[config.mk]
export PLATFORM = sky130hd
export DESIGN_NAME = ucode_seq
export DESIGN_NICKNAME = d
export VERILOG_FILES = /design/src/rtl/ucode_seq.sv
export SDC_FILE = /design/constraint.sdc
export NUM_CORES = 1
export LEC_CHECK = 0
export ABC_CLOCK_PERIOD_IN_PS = 3200
export BUFFER_PORTS_ARGS = -buffer_cell sky130_fd_sc_hd__buf_2
export CAP_MARGIN = 20
export CORE_MARGIN = 2
export CORE_UTILIZATION = 50
export CTS_CLUSTER_DIAMETER = 200
export DETAILED_ROUTE_END_ITERATION = 6
export PLACE_DENSITY = 0.89
export SLEW_MARGIN = 20
export SYNTH_ARGS = -nofsm -noshare
export SYNTH_HDL_FRONTEND = slang
export SYNTH_SLANG_ARGS = --single-unit
[constraint.sdc]
create_clock -name clk -period 3.2 [get_ports clk]
set_input_delay 0.64 -clock clk [delete_from_list [all_inputs] [get_ports clk]]
set_output_delay 0.64 -clock clk [all_outputs]
set_load 0.005 [all_outputs]
[src/rtl/ucode_seq.sv]
module ucode_seq (
  input  logic       clk,
  input  logic       rst,
  input  logic [7:0] instr,
  input  logic       flag_c,
  input  logic       flag_z,
  input  logic       ctl_off,
  output logic [5:0] bus_oe,
  output logic       mar_ld,
  output logic       ir_ld,
  output logic       pc_inc,
  output logic       a_ld,
  output logic       tmp_ld,
  output logic       ram_we,
  output logic       seg_hi,
  output logic       pc_ld,
  output logic       step_clr
);
  localparam int SW = 3;
  localparam int OW = 8;
  localparam int AW = 2 + OW + SW;
  localparam int NDRV = 6;

  // driver codes: 4 = accumulator, 5 = ALU are decoded but unused by this table
  localparam logic [11:0] RO = 12'd1;
  localparam logic [11:0] IO = 12'd2;
  localparam logic [11:0] CO = 12'd3;
  localparam logic [11:0] BO = 12'd6;
  localparam logic [11:0] FR = 12'd7;
  localparam logic [11:0] MI = 12'h008;
  localparam logic [11:0] II = 12'h010;
  localparam logic [11:0] CE = 12'h020;
  localparam logic [11:0] AI = 12'h040;
  localparam logic [11:0] BI = 12'h080;
  localparam logic [11:0] RI = 12'h100;
  localparam logic [11:0] MP = 12'h200;
  localparam logic [11:0] JP = 12'h400;
  localparam logic [11:0] SR = 12'h800;

  localparam logic [OW-1:0] OP_LDA  = 8'h08;
  localparam logic [OW-1:0] OP_CALL = 8'h20;
  localparam logic [OW-1:0] OP_RET  = 8'h21;

  function automatic logic [11:0] ucode(input logic [OW-1:0] op, input logic [SW-1:0] s);
    logic known;
    known = (op == OP_LDA) || (op[7:3] == 5'b00010) || (op == OP_CALL) || (op == OP_RET);
    ucode = '0;
    if (s == 3'd0)
      ucode = CO | MI;
    else if (s == 3'd1)
      ucode = RO | II | CE | (known ? 12'h000 : SR);
    else if (op == OP_LDA)
      case (s)
        3'd2: ucode = CO | MI;
        3'd3: ucode = MI | RO | CE;
        3'd4: ucode = RO | AI | SR;
        default: ucode = '0;
      endcase
    else if (op[7:3] == 5'b00010)
      case (s)
        3'd2: ucode = CO | MI;
        3'd3: ucode = BI | RO | CE;
        3'd4: ucode = IO | MI;
        3'd5: ucode = BO | MP | RI;
        3'd6: ucode = FR;
        default: ucode = '0;
      endcase
    else if (op == OP_CALL)
      case (s)
        3'd2: ucode = CO | MI;
        3'd3: ucode = RO | BI | CE;
        3'd4: ucode = MI;
        3'd5: ucode = MP | CO | RI;
        3'd6: ucode = BO | JP | SR;
        default: ucode = '0;
      endcase
    else if (op == OP_RET)
      case (s)
        3'd2: ucode = MI;
        3'd3: ucode = MP | RO | JP | SR;
        default: ucode = '0;
      endcase
  endfunction

  logic [AW-1:0] ua;
  logic [SW-1:0] step;
  logic [AW-SW-1:0] ua_hi;
  logic [11:0] w;
  logic [2:0] drv;
  logic clr;
  logic flg_unused;

  always_ff @(negedge clk or posedge rst)
    if (rst) begin
      ua_hi <= '0;
      step  <= '0;
    end else begin
      ua_hi <= {flag_c, flag_z, instr};
      step  <= clr ? '0 : step + 1'b1;
    end

  assign ua  = {ua_hi, step};
  assign flg_unused = ^ua[AW-1:AW-2];
  assign w   = ctl_off ? '0 : ucode(ua[SW+OW-1:SW], ua[SW-1:0]);
  assign drv = w[2:0];
  assign clr = w[11] | (drv == 3'd7);

  for (genvar k = 0; k < NDRV; k++) begin : g_oe
    assign bus_oe[k] = (drv == 3'(k + 1));
  end

  assign mar_ld   = w[3];
  assign ir_ld    = w[4];
  assign pc_inc   = w[5];
  assign a_ld     = w[6];
  assign tmp_ld   = w[7];
  assign ram_we   = w[8];
  assign seg_hi   = w[9];
  assign pc_ld    = w[10];
  assign step_clr = clr;
endmodule


==> reports/metrics.csv, run 1 <==
stage;metric;value;unit
status;status;aborted with a tool error;
status;haltStage;global routing (5_1_grt);
status;tool.error;[ERROR DPL-0038] Utilization greater than 100%, impossible to legalize;
timing;worst_endpoint;step_clr;
floorplanning;initial_core_util;53.6;%
logic_synthesis;yosysWarnings;0;
logic_synthesis;synthArstFlopShare;100;%
floorplanning;die_h;47.0;µm
clock_tree;cts.sinks;11;
logic_synthesis;synth_area;925;µm²
floorplanning;rows;15;
logic_synthesis;synth_enable_flop_cells;0;
logic_synthesis;synthDistinctLibCells;40;
logic_synthesis;synth_ff_type;dfrtn_1;
clock_tree;clockBufferDepth;2;
placed_design;dp_cells;204;
placed_design;dp_hpwl;2660;µm
clock_tree;cts_buffers;3;
timing;worst-endpoint-pin-kind;output port;
floorplanning;die_w;47.0;µm
grt;grt_max_degree;12;
placed_design;pre_cts_ws;-1.15;ns
clock_tree;cts_root_buf;clkbuf_4;
logic_synthesis;synth_nets;129;
logic_synthesis;syn_avg_cell_area;8.33;µm²
placed_design;io_buffers;25;
placed_design;place_congestion;0.990;
logic_synthesis;seq_area_frac_synth;29.8;%
floorplanning;io_pins;28;
logic_synthesis;ys_ff_latch;11;
clock_tree;h-tree-depth;1;
logic_synthesis;netlist_instances;111;
## synthesized netlist by cell type (2+ instances only)
master	n	area (µm²)
nor2_1	14	52.6
dfrtn_1	11	275
nand2_1	9	33.8
nor3_1	8	40.0
nand2b_1	7	43.8
o21ai_0	7	35.0
inv_1	6	22.5
a211oi_1	5	37.5
a21oi_1	5	25.0
ha_1	5	62.6
o31ai_1	3	22.5
nand3_1	2	10.0
o21bai_1	2	15.0
## cell families after synthesis
logic type               Yosys count  synth area share [%]
AO/OA/AOI/OAI                     31                  24.0
buffers and inverters              7                  3.92
flip-flops                        11                  29.8
AND/OR/NAND/NOR                   57                  35.6
adder cells (fa/ha/maj)            5                  6.77
## stage by stage
step / utilization, % / TNS, ns / area [µm²]
2_1_floorplan: - / -10.20 / 983
3_5_place_dp: 84.3 / -14.86 / 1460
3_3_place_gp: 84.3 / -13.99 / 1460
4_1_cts: 95.7 / -17.95 / 1650
## what timing repair did
action / 4_1_cts
endpoints found under the setup margin: 18
buffers inserted: 5
cloned: 0
hold buffers: 0
pin swaps: 9
gates resized for setup: 31
==> inputs of run 2 (changes only) <==
--- a/config.mk
+++ b/config.mk
@@ -8,11 +8,10 @@
 export ABC_CLOCK_PERIOD_IN_PS = 3200
 export BUFFER_PORTS_ARGS = -buffer_cell sky130_fd_sc_hd__buf_2
 export CAP_MARGIN = 20
-export CORE_MARGIN = 2
-export CORE_UTILIZATION = 50
-export CTS_CLUSTER_DIAMETER = 200
+export CORE_AREA = 2 2 63 65
 export DETAILED_ROUTE_END_ITERATION = 6
-export PLACE_DENSITY = 0.89
+export DIE_AREA = 0 0 65 67
+export PLACE_DENSITY_LB_ADDON = 0.15
 export SLEW_MARGIN = 20
 export SYNTH_ARGS = -nofsm -noshare
 export SYNTH_HDL_FRONTEND = slang
==> run 2 against run 1 <==
Effect of this change:
- the flow now finishes, with violations (setup timing)
- area after synthesis did not move
- synthesized cell count did not move
==> reports/metrics.csv, run 2 <==
stage;metric;value;unit;change
critical_path;r2r_slack;0.95;ns;
floorplanning;die_w;65;µm;+38%
critical_path;critPathLaunchType;flop;;
detailed_routing;vias;1170;;
detailed_routing;met3WireLength;112;µm;
power;p_leak;0.831;nW;
critical_path;critPathSlowestCell;or4b_4;;
clock_tree;clk_pin_slew;0.03;ns;
critical_path;crit_type;reg2out;;
finish;fin_cells;242;;
floorplanning;die_area;4360;µm²;
clock_tree;h-tree-depth;1;;unchanged
clock_tree;insertion_delay;0.25;ns;
grt;grt_max_degree;12;;
finish;largest_reg_flops;8;;
logic_synthesis;yosysTopAreaCell;dfrtn_1;;
floorplanning;die_h;67;µm;+43%
clock_tree;cts_tree;yes;;
logic_synthesis;synth_area;925;µm²;unchanged
finish;n_fill_cell;361;;
status;violations;setup timing;;
detailed_routing;routed.top_layer;met4;;
logic_synthesis;netlist_instances;111;;unchanged
critical_path;slowest_delay;0.55;ns;
finish;nets;213;;
logic_synthesis;yosysMostFrequentCell;nor2_1;;
timing;maxSlewViolCount;0;;
detailed_routing;drt_iter0_drc;24;;
logic_synthesis;synthDistinctLibCells;40;;unchanged
finish;final_common_cell;buf_4;;
clock_tree;clockBufferDepth;2;;unchanged
run;cap_violations;0;;
floorplanning;rows;22;;+7
placed_design;place_congestion;0.789;;-20%
detailed_routing;drtAntennaViolNets;0;;
timing;hold_viol;0;;
logic_synthesis;yosysTopAreaCellShare;29.8;%;unchanged
critical_path;critPathLaunch;ua_hi[7];;
clock_tree;cts_root_buf;clkbuf_8;;
critical_path;r2r_end;step[2];;
grt;grt_pass1_wl;5440;µm;
critical_path;crit_chain;or4b_4 > or3_4 > or3_4 > a211oi_4 > a21o_1 > buf_2;;
critical_path;critPathMaxFanout;3;;
grt;grt_pass1_vias;1181;;
finish;syn_to_final_growth;91.7;%;
logic_synthesis;syn_avg_cell_area;8.33;µm²;unchanged
detailed_routing;wl_met2;1600;µm;
timing;setup_viol_count_final;18;;
critical_path;worstRegToRegCells;6;;
grt;antenna_found_initial;0;;
timing;rsz0062_at_grt;yes;;
logic_synthesis;synth_area_leaders;dfrtn_1 30%, ha_1 6.8%, nor2_1 5.7%, nand2b_1 4.7%, nor3_1 4.3%;;
logic_synthesis;synth_nets;129;;unchanged
placed_design;pre_cts_ws;-1.18;ns;-0.0292 ns
detailed_routing;drt_first_pass_iters;4;;
grt;grt_overflow;0;;
finish;drive_gt1_share;61.9;%;
power;peakVddDrop;0.283;mV;
critical_path;crit_required;2.56;ns;
logic_synthesis;synth_ff_type;dfrtn_1;;
status;status;finished, violations left;;
critical_path;r2r-start;ua_hi[7];;
critical_path;worstPathArrival;3.97;ns;
critical_path;end_kind;primary output;;
finish;diodes;0;;
clock_tree;cts_buffers;3;;unchanged
detailed_routing;vias_per_cell;4.83;;
clock_tree;cts.sinks;11;;unchanged
timing;setup_ws;-1.41;ns;
placed_design;dpl_cell_area;1540;µm²;+5.6%
logic_synthesis;synth_enable_flop_cells;0;;unchanged
detailed_routing;drt-met1-wl;1380;µm;
timing;fin_skew;0.000801;ns;
logic_synthesis;ys_ff_latch;11;;unchanged
finish;top_register;ua_hi;;
worst_hold_path;min-delay-start;step[0];;
worst_hold_path;hold_path.class;reg2reg;;
finish;final_cell_mix;46 x buf_4, 25 x buf_2, 13 x nor2_1, 11 x dfrtn_1, 9 x buf_6;;
critical_path;crit_end;step_clr;;
power;fin_total_pwr;0.000941;W;
logic_synthesis;yosysWarnings;0;;unchanged
floorplanning;initial_core_util;25.6;%;-28 points
placed_design;io_buffers;25;;unchanged
worst_hold_path;whs_path_depth;1;;
finish;design_area;1770;µm²;
timing;slew-limit-headroom;69.5;%;
finish;largestRegisters;ua_hi: 8 flops, step: 3 flops;;
detailed_routing;drc;0;;
placed_design;dp_hpwl;2640;µm;-0.82%
floorplanning;io_pins;28;;unchanged
logic_synthesis;synthArstFlopShare;100;%;unchanged
logic_synthesis;seq_area_frac_synth;29.8;%;unchanged
logic_synthesis;synth_top_cells_by_count;14 x nor2_1, 11 x dfrtn_1, 9 x nand2_1, 8 x nor3_1;;
floorplanning;coreArea;3610;µm²;
placed_design;dp_cells;234;;+15%
timing;tightest_slew;0.454;ns;
grt;grtUsageTotal;16.0;%;
power;powerDensity;531;nW/µm²;
detailed_routing;wire_per_inst;13.2;µm;
critical_path;crit_top_cell;or3_4;;
detailed_routing;wl;3190;µm;
-- run 2: worst min path at each step --
stage	endpoint	slack (ns)
final	step[0]	0.59
after global routing	step[0]	0.66
after CTS	step[0]	0.61
after detailed placement	step[0]	0.60
after global placement	step[0]	0.60
after floorplan	step[0]	0.52
-- run 2: logic make-up after synthesis --
| group | share of synthesized area [%] |
|---|---|
| buffers and inverters | 3.92 |
| and+or+nand+nor | 35.6 |
| adders and majority gates | 6.77 |
| AOI/OAI and AO/OA | 24.0 |
| DFF | 29.8 |
-- run 2: area by class of cell --
cell class,count,area (µm²),share of cell area [%]
multi-input combinational,93,798,45.0
timing repair buffer,80,572,32.3
sequential,11,275,15.5
tap,48,60.1,3.39
clock buffer,4,45.0,2.54
inverter,6,22.5,1.27
-- run 2: per-layer routing --
layer  vias to the layer above  GRT usage, %
met1                       538          18.6
li1                        582             -
met5                         -             0
met3                        11          1.52
met2                        39          29.0
met4                         0          8.24
-- run 2: critical path: cells and delay by family, from the launching register on --
kind / cells / cell delay, ns
compound gates: 2 / 0.39
flops: 1 / 0.36
buf+inv: 1 / 0.10
simple gates: 3 / 1.27
-- run 2: through the flow --
stage	setup TNS (ns)	hold slack [ns]	util, %
floorplan	-10.20	0.517	-
global route	-19.30	0.662	49.2
detailed placement	-15.16	0.601	42.6
CTS	-17.53	0.607	47.4
global placement	-14.64	0.596	42.6
finish	-17.73	0.591	49.2
-- run 2: repair_timing --
action,CTS,global route
setup endpoints to repair,18,18
pin swaps,9,7
gates resized for setup,29,9
hold buffers,0,0
setup buffers,1,5
cloned,0,0
-- run 2: report_power, final --
part	total (W)	internal, W	switching, W
Sequential	0.000181	0.000160	0.0000206
Combinational	0.000628	0.000333	0.000295
Clock	0.000132	0.0000868	0.0000450
(Power assumes the default switching activity.)
==> inputs of run 3 (changes only) <==
--- a/config.mk
+++ b/config.mk
@@ -5,12 +5,11 @@
 export SDC_FILE = /design/constraint.sdc
 export NUM_CORES = 1
 export LEC_CHECK = 0
-export ABC_CLOCK_PERIOD_IN_PS = 3200
-export BUFFER_PORTS_ARGS = -buffer_cell sky130_fd_sc_hd__buf_2
 export CAP_MARGIN = 20
 export CORE_AREA = 2 2 63 65
 export DETAILED_ROUTE_END_ITERATION = 6
 export DIE_AREA = 0 0 65 67
+export DONT_BUFFER_PORTS = 1
 export PLACE_DENSITY_LB_ADDON = 0.15
 export SLEW_MARGIN = 20
 export SYNTH_ARGS = -nofsm -noshare
==> constraint.sdc (replaced) <==
create_clock -name clk -period 3.2 [get_ports clk]
set_input_delay 0.16 -clock clk [delete_from_list [all_inputs] [get_ports clk]]
set_output_delay 0.16 -clock clk [all_outputs]
set_load 0.005 [all_outputs]
==> run 3 against run 2 <==
Effect of this change:
- the run still ends with setup timing left
- clock skew rose by 0.0011 ns
- critical path depth down 1
- non-clock buffer count down 22
- clock power hardly changed
- cell count down 9.1%
- utilization fell by 3.0 points
- routed wire length down 2.6%
- global-route usage is 0.31 points lower
- sequential share of layout area up 1.0 points
- critical path type unchanged
- critical endpoint unchanged
- highest routed layer unchanged
==> reports/metrics.csv, run 3 (synthesis gave the netlist of run 2 again) <==
stage;metric;value;unit;change
grt;grtUsageTotal;15.7;%;-0.31 points
placed_design;dp_hpwl;2570;µm;-2.5%
timing;setup_viol_count_final;13;;-5
worst_hold_path;min-delay-start;ctl_off;;
floorplanning;die_h;67;µm;unchanged
clock_tree;cts.sinks;11;;unchanged
timing;slew-limit-headroom;74.5;%;+5.0 points
floorplanning;die_area;4360;µm²;unchanged
placed_design;pre_cts_ws;-0.606;ns;+0.571 ns
finish;drive_gt1_share;57.6;%;-4.3 points
grt;antenna_found_initial;0;;unchanged
finish;top_register;ua_hi;;
clock_tree;cts_root_buf;clkbuf_8;;
clock_tree;h-tree-depth;1;;unchanged
finish;final_common_cell;buf_4;;
finish;syn_to_final_growth;80.1;%;
status;status;finished, violations left;;
grt;grt_max_degree;12;;unchanged
worst_hold_path;hold_path.class;in2out;;
floorplanning;initial_core_util;25.6;%;unchanged
critical_path;critPathSlowestCell;or4b_4;;
finish;largest_reg_flops;8;;unchanged
critical_path;slowest_delay;0.49;ns;-0.06 ns
clock_tree;insertion_delay;0.25;ns;about the same
critical_path;critPathLaunchType;flop;;
grt;grt_pass1_wl;5280;µm;-3.0%
detailed_routing;drtAntennaViolNets;0;;unchanged
detailed_routing;vias;1107;;-5.4%
finish;nets;191;;-10%
timing;finalSetupTns;-8.56;ns;+9.17 ns
critical_path;critPathMaxFanout;3;;unchanged
floorplanning;die_w;65;µm;unchanged
detailed_routing;drt_first_pass_iters;4;;unchanged
finish;final_cell_mix;52 x buf_4, 11 x dfrtn_1, 8 x nor2_1, 7 x nand2_1, 6 x buf_6;;
critical_path;crit_chain;or4b_4 > or3_4 > or3_4 > a211oi_4 > a21o_1;;
floorplanning;coreArea;3610;µm²;unchanged
timing;fin_skew;0.00191;ns;+0.00111 ns
finish;design_area;1670;µm²;-6.1%
power;peakVddDrop;0.265;mV;-6.3%
finish;multi_input_area;805;µm²;+0.78%
power;fin_total_pwr;0.000943;W;+0.25%
power;p_leak;0.707;nW;-15%
clock_tree;clockBufferDepth;2;;unchanged
critical_path;critPathLaunch;ua_hi[4];;
critical_path;worstPathArrival;3.83;ns;-0.14 ns
critical_path;r2r-start;ua_hi[4];;
placed_design;place_congestion;0.901;;+14%
critical_path;crit_top_cell;or3_4;;
clock_tree;cts_buffers;3;;unchanged
placed_design;io_buffers;0;;-100%
critical_path;crit_type;reg2out;;
floorplanning;rows;22;;unchanged
finish;largestRegisters;ua_hi: 8 flops, step: 3 flops;;
timing;setup_ws;-0.790;ns;+0.620 ns
clock_tree;clk_pin_slew;0.03;ns;about the same
timing;hold_viol;0;;unchanged
detailed_routing;drc;0;;unchanged
grt;grt_overflow;0;;unchanged
timing;maxSlewViolCount;0;;unchanged
placed_design;dpl_cell_area;1430;µm²;-7.0%
clock_tree;cts_tree;yes;;
timing;tightest_slew;0.377;ns;-0.0764 ns
detailed_routing;drt_iter0_drc;38;;+58%
finish;final-seq-area;275;µm²;unchanged
detailed_routing;wire_per_inst;14.1;µm;+7.2%
power;powerDensity;566;nW/µm²;+6.7%
critical_path;end_kind;primary output;;
status;violations;setup timing;;
run;cap_violations;0;;unchanged
floorplanning;io_pins;28;;unchanged
detailed_routing;wl;3110;µm;-2.6%
detailed_routing;vias_per_cell;5.03;;+4.1%
finish;n_fill_cell;367;;+1.7%
timing;rsz0062_at_grt;yes;;
finish;diodes;0;;unchanged
critical_path;crit_required;3.04;ns;+0.48 ns
timing;whs;0.347;ns;-0.244 ns
grt;grt_pass1_vias;1147;;-2.9%
## run 3: cell types whose count changed in the layout (fill, tap and decap cells not counted), moves of 2 or more
cell	before	now
buf_6	9	6
buf_2	25	0
nor3_4	2	5
nor2_4	0	2
nor2_2	1	4
nand2_2	0	2
nand2_4	2	0
nor2_1	13	8
buf_4	46	52
nor3_2	6	4
## run 3: metrics by stage
step	util (%)	instances
4_1_cts	45.5	219
2_1_floorplan	-	111
6_report	46.2	220
3_3_place_gp	39.7	213
5_1_grt	46.2	220
3_5_place_dp	39.7	213
## run 3: layer usage
| layer | vias to the layer above | share of wire, % | track usage [%] |
|---|---|---|---|
| li1 | 536 | - | - |
| met1 | 535 | 40 | 17.6 |
| met2 | 32 | 53 | 29.9 |
| met3 | 4 | 5.5 | 2.70 |
| met4 | 0 | 0.96 | 4.79 |
| met5 | - | 0 | 0 |
## run 3: critical path, delay by kind of cell (launching register included)
family,cells,cell delay (ns)
and+or+nand+nor,3,1.19
DFF,1,0.41
AOI/OAI and AO/OA,2,0.38
## run 3: cell type report
cell class | count | area share, %
Sequential cell | 11 | 16.5
Tap cell | 48 | 3.61
Timing Repair Buffer | 58 | 27.5
Clock buffer | 4 | 2.70
Multi-Input combinational cell | 93 | 48.3
Inverter | 6 | 1.35
## run 3: power breakdown
part | switching, W | leakage [nW] | internal, W
registers | 0.0000153 | 0.132 | 0.000161
clock network | 0.0000431 | 0.0228 | 0.0000867
logic | 0.000308 | 0.552 | 0.000329
## run 3: timing repair
item                       4_1_cts  5_1_grt
buffers inserted                 3        1
hold buffers                     0        0
resized for setup               34        6
pin swaps                       11        8
setup endpoints to repair       15       15
## run 3: worst paths after layout
kind	endpoint	slack, ns	depth (start not counted)
max reg2reg	step[0]	0.99	6
max	step_clr	-0.79	5
min in group asynchronous	step[1]	1.27	1
max in group asynchronous	ua_hi[6]	1.62	1
min reg2reg	step[0]	0.62	1
min	mar_ld	0.35	1
